<file path="config.mk">
export PLATFORM = sky130hd
export DESIGN_NAME = asid_tlb
export DESIGN_NICKNAME = d
export VERILOG_FILES = /design/src/rtl/asid_tlb_pkg.sv /design/src/rtl/tlb_regs.sv /design/src/rtl/tlb_entry_array.sv /design/src/rtl/tlb_match.sv /design/src/rtl/asid_tlb.sv
export SDC_FILE = /design/constraint.sdc
export NUM_CORES = 1
export LEC_CHECK = 0
export BUFFER_PORTS_ARGS = -buffer_cell sky130_fd_sc_hd__buf_2
export CAP_MARGIN = 10
export CORE_MARGIN = 4
export CORE_UTILIZATION = 55
export DETAILED_ROUTE_END_ITERATION = 7
export PLACE_DENSITY = 0.77
export SYNTH_ARGS = -nofsm -noshare
export SYNTH_HDL_FRONTEND = slang
export SYNTH_HIERARCHICAL = 1
export SYNTH_SLANG_ARGS = --single-unit
</file>
<file path="constraint.sdc">
create_clock -name clk -period 6.6 [get_ports clk]
set_clock_uncertainty 0.15 [all_clocks]
set_input_delay 0.66 -clock clk [delete_from_list [all_inputs] [get_ports clk]]
set_output_delay 0.66 -clock clk [all_outputs]
set_load 0.05 [all_outputs]
</file>
<file path="src/rtl/asid_tlb_pkg.sv">
package asid_tlb_pkg;
  localparam int ADDR_W     = 32;
  localparam int PAGE_SHIFT = 12;
  localparam int ASID_W     = 8;
  localparam int VPN_W      = ADDR_W - PAGE_SHIFT;
  localparam int WIN_W      = 16;

  localparam logic [WIN_W-1:0] OFF_CTRL = 16'h0000;
  localparam logic [WIN_W-1:0] OFF_ASID = 16'h0004;

  typedef struct packed {
    logic              valid;
    logic              shared;
    logic [ASID_W-1:0] asid;
    logic [VPN_W-1:0]  vpn;
    logic [VPN_W-1:0]  ppn;
  } tlb_entry_t;
endpackage

</file>
<file path="src/rtl/tlb_regs.sv">
module tlb_regs
  import asid_tlb_pkg::*;
(
  input  logic              clk,
  input  logic              rst,
  input  logic              bar_we,
  input  logic [ADDR_W-1:0] bar_wdata,
  output logic [ADDR_W-1:0] bar_q,
  input  logic              reg_we,
  input  logic              reg_re,
  input  logic [ADDR_W-1:0] reg_addr,
  input  logic [ADDR_W-1:0] reg_wdata,
  output logic [ADDR_W-1:0] reg_rdata,
  output logic              virt_en,
  output logic              as_mode,
  output logic [ASID_W-1:0] asid_q
);
  logic [ADDR_W-WIN_W-1:0] base_q;
  logic                    base_v;
  logic                    sel;
  logic [WIN_W-1:0]        off;
  logic                    unused_bits;

  assign sel   = base_v && (reg_addr[ADDR_W-1:WIN_W] == base_q);
  assign off   = reg_addr[WIN_W-1:0];
  assign bar_q = {base_q, {(WIN_W-1){1'b0}}, base_v};
  assign unused_bits = ^{bar_wdata[WIN_W-1:1], reg_wdata[ADDR_W-1:ASID_W]};

  always_ff @(posedge clk) begin
    if (rst) begin
      base_q    <= '0;
      base_v    <= 1'b0;
      virt_en   <= 1'b0;
      as_mode   <= 1'b0;
      asid_q    <= '0;
      reg_rdata <= '0;
    end else begin
      if (bar_we) begin
        base_q <= bar_wdata[ADDR_W-1:WIN_W];
        base_v <= bar_wdata[0];
      end
      if (reg_we && sel) begin
        if (off == OFF_CTRL) begin
          virt_en <= reg_wdata[0];
          as_mode <= reg_wdata[1];
        end else if (off == OFF_ASID) begin
          asid_q <= reg_wdata[ASID_W-1:0];
        end
      end
      reg_rdata <= '0;
      if (reg_re && sel) begin
        if (off == OFF_CTRL)
          reg_rdata <= {{(ADDR_W-2){1'b0}}, as_mode, virt_en};
        else if (off == OFF_ASID)
          reg_rdata <= {{(ADDR_W-ASID_W){1'b0}}, asid_q};
      end
    end
  end

  p_rdata_idle_r2: assert property (@(posedge clk) disable iff (rst)
    !$past(reg_re) |-> reg_rdata == '0);
  p_ctrl_hold_r2: assert property (@(posedge clk) disable iff (rst)
    !$past(reg_we) |-> $stable(virt_en) && $stable(as_mode));
  p_asid_hold_r2: assert property (@(posedge clk) disable iff (rst)
    !$past(reg_we) |-> $stable(asid_q));
endmodule

</file>
<file path="src/rtl/tlb_entry_array.sv">
module tlb_entry_array
  import asid_tlb_pkg::*;
#(
  parameter int NUM_ENTRIES = 8
)(
  input  logic       clk,
  input  logic       rst,
  input  logic       flush,
  input  logic       we,
  input  tlb_entry_t wentry,
  output tlb_entry_t ent_q [NUM_ENTRIES]
);
  localparam int PTR_W = (NUM_ENTRIES > 1) ? $clog2(NUM_ENTRIES) : 1;
  localparam logic [PTR_W-1:0] LAST = PTR_W'(NUM_ENTRIES - 1);

  logic [PTR_W-1:0]       ptr;
  logic [NUM_ENTRIES-1:0] vvec;

  always_ff @(posedge clk) begin
    if (rst) begin
      ptr <= '0;
    end else if (!flush && we) begin
      ptr <= (ptr == LAST) ? '0 : ptr + 1'b1;
    end
  end

  for (genvar i = 0; i < NUM_ENTRIES; i++) begin : g_slot
    always_ff @(posedge clk) begin
      if (rst || flush) begin
        ent_q[i].valid <= 1'b0;
      end else if (we && ptr == PTR_W'(i)) begin
        ent_q[i] <= wentry;
      end
    end
    assign vvec[i] = ent_q[i].valid;
  end

  p_flush_clears_r10: assert property (@(posedge clk) disable iff (rst)
    $past(flush) |-> vvec == '0);
  p_rr_step_r9: assert property (@(posedge clk) disable iff (rst)
    $past(we && !flush) |-> ptr == (($past(ptr) == LAST) ? '0 : $past(ptr) + 1'b1));
  p_ptr_hold_r10: assert property (@(posedge clk) disable iff (rst)
    $past(flush || !we) |-> $stable(ptr));
endmodule

</file>
<file path="src/rtl/tlb_match.sv">
module tlb_match
  import asid_tlb_pkg::*;
#(
  parameter int NUM_ENTRIES = 8
)(
  input  tlb_entry_t        ent [NUM_ENTRIES],
  input  logic [VPN_W-1:0]  vpn,
  input  logic              super_acc,
  input  logic              as_mode,
  input  logic [ASID_W-1:0] asid_reg,
  output logic              any_hit,
  output logic [VPN_W-1:0]  hit_ppn
);
  logic [NUM_ENTRIES-1:0] hit_vec;
  logic                   force_zero;
  logic [ASID_W-1:0]      eff_asid;

  assign force_zero = as_mode && super_acc;
  assign eff_asid   = force_zero ? '0 : asid_reg;

  for (genvar i = 0; i < NUM_ENTRIES; i++) begin : g_cmp
    logic tag_ok;
    assign tag_ok     = (ent[i].shared && !force_zero) || (ent[i].asid == eff_asid);
    assign hit_vec[i] = ent[i].valid && (ent[i].vpn == vpn) && tag_ok;
  end

  always_comb begin
    hit_ppn = '0;
    for (int i = NUM_ENTRIES - 1; i >= 0; i--) begin
      if (hit_vec[i]) hit_ppn = ent[i].ppn;
    end
  end

  assign any_hit = |hit_vec;
endmodule

</file>
<file path="src/rtl/asid_tlb.sv">
module asid_tlb
  import asid_tlb_pkg::*;
#(
  parameter int NUM_ENTRIES = 8
)(
  input  logic        clk,
  input  logic        rst,
  input  logic        bar_we,
  input  logic [31:0] bar_wdata,
  output logic [31:0] bar_q,
  input  logic        reg_we,
  input  logic        reg_re,
  input  logic [31:0] reg_addr,
  input  logic [31:0] reg_wdata,
  output logic [31:0] reg_rdata,
  input  logic        ent_we,
  input  logic [19:0] ent_vpn,
  input  logic [19:0] ent_ppn,
  input  logic [7:0]  ent_asid,
  input  logic        ent_shared,
  input  logic        ent_valid,
  input  logic        flush,
  input  logic        lk_req,
  input  logic [31:0] lk_vaddr,
  input  logic        lk_super,
  output logic        lk_hit,
  output logic        lk_miss,
  output logic [31:0] lk_paddr
);
  logic              virt_en;
  logic              as_mode;
  logic [ASID_W-1:0] asid_q;
  tlb_entry_t        wentry;
  tlb_entry_t        ent_q [NUM_ENTRIES];
  logic              any_hit;
  logic [VPN_W-1:0]  hit_ppn;

  assign wentry = '{valid: ent_valid, shared: ent_shared, asid: ent_asid,
                    vpn: ent_vpn, ppn: ent_ppn};

  tlb_regs u_regs (
    .clk(clk), .rst(rst), .bar_we(bar_we), .bar_wdata(bar_wdata), .bar_q(bar_q),
    .reg_we(reg_we), .reg_re(reg_re), .reg_addr(reg_addr), .reg_wdata(reg_wdata),
    .reg_rdata(reg_rdata), .virt_en(virt_en), .as_mode(as_mode), .asid_q(asid_q)
  );

  tlb_entry_array #(.NUM_ENTRIES(NUM_ENTRIES)) u_array (
    .clk(clk), .rst(rst), .flush(flush), .we(ent_we), .wentry(wentry), .ent_q(ent_q)
  );

  tlb_match #(.NUM_ENTRIES(NUM_ENTRIES)) u_match (
    .ent(ent_q), .vpn(lk_vaddr[ADDR_W-1:PAGE_SHIFT]), .super_acc(lk_super),
    .as_mode(as_mode), .asid_reg(asid_q), .any_hit(any_hit), .hit_ppn(hit_ppn)
  );

  always_ff @(posedge clk) begin
    if (rst) begin
      lk_hit   <= 1'b0;
      lk_miss  <= 1'b0;
      lk_paddr <= '0;
    end else begin
      lk_hit  <= 1'b0;
      lk_miss <= 1'b0;
      if (lk_req) begin
        if (!virt_en) begin
          lk_hit   <= 1'b1;
          lk_paddr <= lk_vaddr;
        end else if (any_hit) begin
          lk_hit   <= 1'b1;
          lk_paddr <= {hit_ppn, lk_vaddr[PAGE_SHIFT-1:0]};
        end else begin
          lk_miss  <= 1'b1;
          lk_paddr <= '0;
        end
      end
    end
  end

  p_excl_r12: assert property (@(posedge clk) disable iff (rst)
    !(lk_hit && lk_miss));
  p_answer_r12: assert property (@(posedge clk) disable iff (rst)
    $past(lk_req) |-> $countones({lk_hit, lk_miss}) == 1);
  p_no_spurious_r5: assert property (@(posedge clk) disable iff (rst)
    (lk_hit || lk_miss) |-> $past(lk_req));
  p_offset_kept_r5: assert property (@(posedge clk) disable iff (rst)
    lk_hit |-> lk_paddr[PAGE_SHIFT-1:0] == $past(lk_vaddr[PAGE_SHIFT-1:0]));
  p_bypass_r4: assert property (@(posedge clk) disable iff (rst)
    $past(lk_req && !virt_en) |-> lk_hit && lk_paddr == $past(lk_vaddr));
endmodule

</file>
==> key figures <==
Floorplanning
  • Row count: 71
  • Die ar.: between 0.04 and 0.05 mm2
  • Die Wd: 204 um
  • Initial core utilization: 56.0%
  • Total core area: 0.0378 mm2
  • Die height: 204 um
  • IO Count: between 200 and 300

STA
  • Actual slew at the worst max-slew pin: 1120 ps
  • Final Setup Violations: 0
  • Final Hold Slack: between 150 and 200 ps
  • Final period util: 76.6%
  • Slew Limit Fails: 0
  • Worst slew margin: 25.0%
  • Final Hold Fails: 0
  • Setup TNS: 0 ps
  • FMAX: 0.198 GHz
  • RSZ-0062 raised after global routing: false
  • Minimum clock period after layout: 5060 ps

Critical path
  • Launch point of the worst path: u_regs/as_mode$_SDFFE_PP0P_
  • Worst setup EP type: flip-flop
  • Worst EP required: roughly 6900 ps
  • Crit path max fanout: 41
  • Critical path type: reg -> reg
  • Crit-path cells: and2_1, buf_4, o32ai_1, a41o_1, a2bb2oi_2, buf_4, nand2_1, or4_1, nor2b_2, o32ai_1
  • CP Data Arrival Time: 5340 ps
  • Reg-to-Reg Start: u_regs/as_mode$_SDFFE_PP0P_
  • R2R Setup Slk: 1540 ps
  • Slowest-stage cell, CP: or4_1
  • CP Launch Type: flip-flop
  • Largest stage delay on the critical path: 930 ps

Power
  • Comb pwr share: 6.7%
  • Power Density: about 260 mW/mm2
  • LEAKAGE: 0.00814 uW
  • Maximum vdd drop: 0.268 mV
  • Seq pwr share: 53.0%
  • Tot Pwr: 6200 uW
  • Clock power share: 40.3%
  • Switching Fraction: 23.2%
  • Sw Pwr: 1440 uW
  • Internal power: 4760 uW

Synthesis
  • Avg Cell Area, Syn: 13.7 um2
  • Top FF cell, synth: edfxtp_1
  • Number of synthesized register bits: around 470
  • Seq/Total Area, Yosys: 63.1%
  • Async SR Flop Fraction: 0%
  • Number of flops mapped to enable cells by yosys: 392
  • Syn Inst Count: ~1500
  • Post-Syn Area: approximately 0.021 mm2
  • Yosys warns: 6
  • Distinct cells, synth: 73

CTS
  • CTS tree: done
  • Worst skew pair latency: roughly 590 ps
  • Setup bufs post-CTS: 0
  • Root Buffer: clkbuf_16
  • Deepest clock path buffer count: 3
  • Total clock buffers created by CTS: between 40 and 50
  • Clock Pin Slew Worst Setup and Hold Paths: 60 ps
  • Cts hold-fix bufs: 0
  • Post-cts sizing count: 0
  • H-tree depth: 2
  • CTS sink cnt: 472

Drt
  • Via count: 13900
  • Wirelength per Cell: ~24 um
  • Routed WL: 53.4 mm
  • Initial DRC Count: 1448
  • DR DRC count: 0
  • Vias per cell: 6.11
  • TritonRoute pass-1 iters: 5
  • Post-route ant nets: 0

Global routing
  • First-pass GRT wire length: 78.9 mm
  • Total gr overflow: 0
  • Vias in the first global route: 13400
  • Largest net degree at the start of global routing: 64
  • Global-route usage over all layers: 24.6%
  • Antenna violations before repair: 4

Cells and area
  • Util after Layout: 62.9%
  • Final-layout fill cell count: 2742
  • Most frequent cells in the layout: 392 x edfxtp_1, 206 x buf_2, 145 x xnor2_1
  • Post-route cell area: 0.0238 mm2
  • Area growth, synth to finish: 12.3%
  • Layout cells sized above 1: 20.6%
  • Most common library cell in the layout ignoring fill and taps: edfxtp_1
  • Layout Nets: between 1500 and 2000

Placed design
  • Post-DP HPWL: 33.2 mm
  • Post-Place Cell Area: 0.0224 mm2
  • IO buf count: 206
  • Placer congestion estimate: approximately 0.83

Status
  • Status: completed

Min path
  • Worst hold start: bar_wdata[30]
  • Hold Crit Class: in -> reg

Job
  • Max Cap Viol: 0
-- path summary, 6_finish.rpt --
check             depth (start not counted)                              to
hold reg to reg                           2        lk_paddr[2]$_SDFFE_PP0P_
hold / removal                            3  u_regs/base_q[14]$_SDFFE_PP0P_
setup / recovery                         10        lk_paddr[0]$_SDFFE_PP0P_
setup reg to reg                         10        lk_paddr[0]$_SDFFE_PP0P_
-- state kept, by name, summed over array words and instances (netlist names) --
| signal | count |
|---|---|
| u_regs/base_q | 16 |
| u_regs/virt_en | 1 |
| u_array/ent_q | 400 |
| lk_miss | 1 |
| u_regs/reg_rdata | 8 |
| lk_paddr | 32 |
| lk_hit | 1 |
| u_regs/base_v | 1 |
| u_regs/asid_q | 8 |
| u_array/ptr | 3 |
| u_regs/as_mode | 1 |
-- synth_stat cells (all sizes together), types with 2 or more instances --
cell     number  area, um2
xnor2       145       1270
nor4b         2       47.6
a32oi        13        114
nand4        35        231
and2          6       37.5
o2111ai      21        184
nand3b        3       22.5
o311a         3       30.0
o41a          2       22.5
mux2i        50        500
inv          73        274
a41oi         5       43.8
buf         118        792
edfxtp      392      11800
nor2b        21        136
a2111oi      21        185
and3         21        131
a311oi       20        231
o32ai        50        648
ha            6       75.1
o21ai         6       30.0
nor3         12       60.1
xor2         57        507
nand2        20       75.1
o311ai        2       17.5
nor4bb       11        110
a31oi        52        325
nand3        42        223
o32a          5       50.1
or2           4       25.0
nor2         80        330
dfxtp        80       1600
clkbuf       27        109
or3          21        136
o221ai        2       35.0
nand4b        7       67.6
nor4         23        165
o22ai        23        144
a21oi         2       17.5
o41ai         2       17.5
nand2b       48        300
-- through the flow --
step	worst slack (ps)	cells
2_1_floorplan	3470	1583
6_report	1540	2270
4_1_cts	1660	2268
3_5_place_dp	1340	2180
3_3_place_gp	1380	2180
5_1_grt	1340	2270
-- kinds of logic (layout without fill, tap and decap cells) --
family,Yosys count,after routing,share of synthesized area [%]
xor gates and xnor gates,202,202,8.38
DFF,472,472,63.1
adders and majority gates,6,6,0.354
other,1,41,0.0177
muxes,51,51,2.41
AOI/OAI and AO/OA,236,236,10.2
and+or+nand+nor,359,359,10.0
buffers and inverters,218,392,5.54
-- power by group through the flow --
stage	sequential (uW)	clock (uW)	combinational [uW]
after floorplan	3410	0	223
after global placement	3350	0	403
after detailed placement	3350	0	412
after CTS	3290	2530	415
after global routing	3290	2660	442
final	3290	2490	417
-- metal layers --
| layer | GRT usage, % | routed length, um | part of all wire (%) |
|---|---|---|---|
| met5 | 0 | 29 | 0.054 |
| met4 | 8.02 | 1620 | 3.0 |
| met3 | 5.24 | 5670 | 11 |
| met2 | 39.0 | 24600 | 46 |
| met1 | 34.5 | 21400 | 40 |
-- cell type report --
class	count	area [um2]	share of cell area [%]
Sequential cell	472	13400	56.1
Clock inverter	19	143	0.599
Tap cell	511	639	2.68
Inverter	73	274	1.15
Timing Repair Buffer	231	1220	5.12
Clock buffer	69	1270	5.33
Multi-Input combinational cell	893	6900	29.0
Antenna cell	2	5.00	0.0210
-- critical path, delay by kind of cell (launching register included) --
family | cells | cell delay [ps]
compound gates | 4 | 1220
buf+inv | 2 | 790
flops | 1 | 390
simple gates | 4 | 2340
Power figures use the tool's default switching activity.
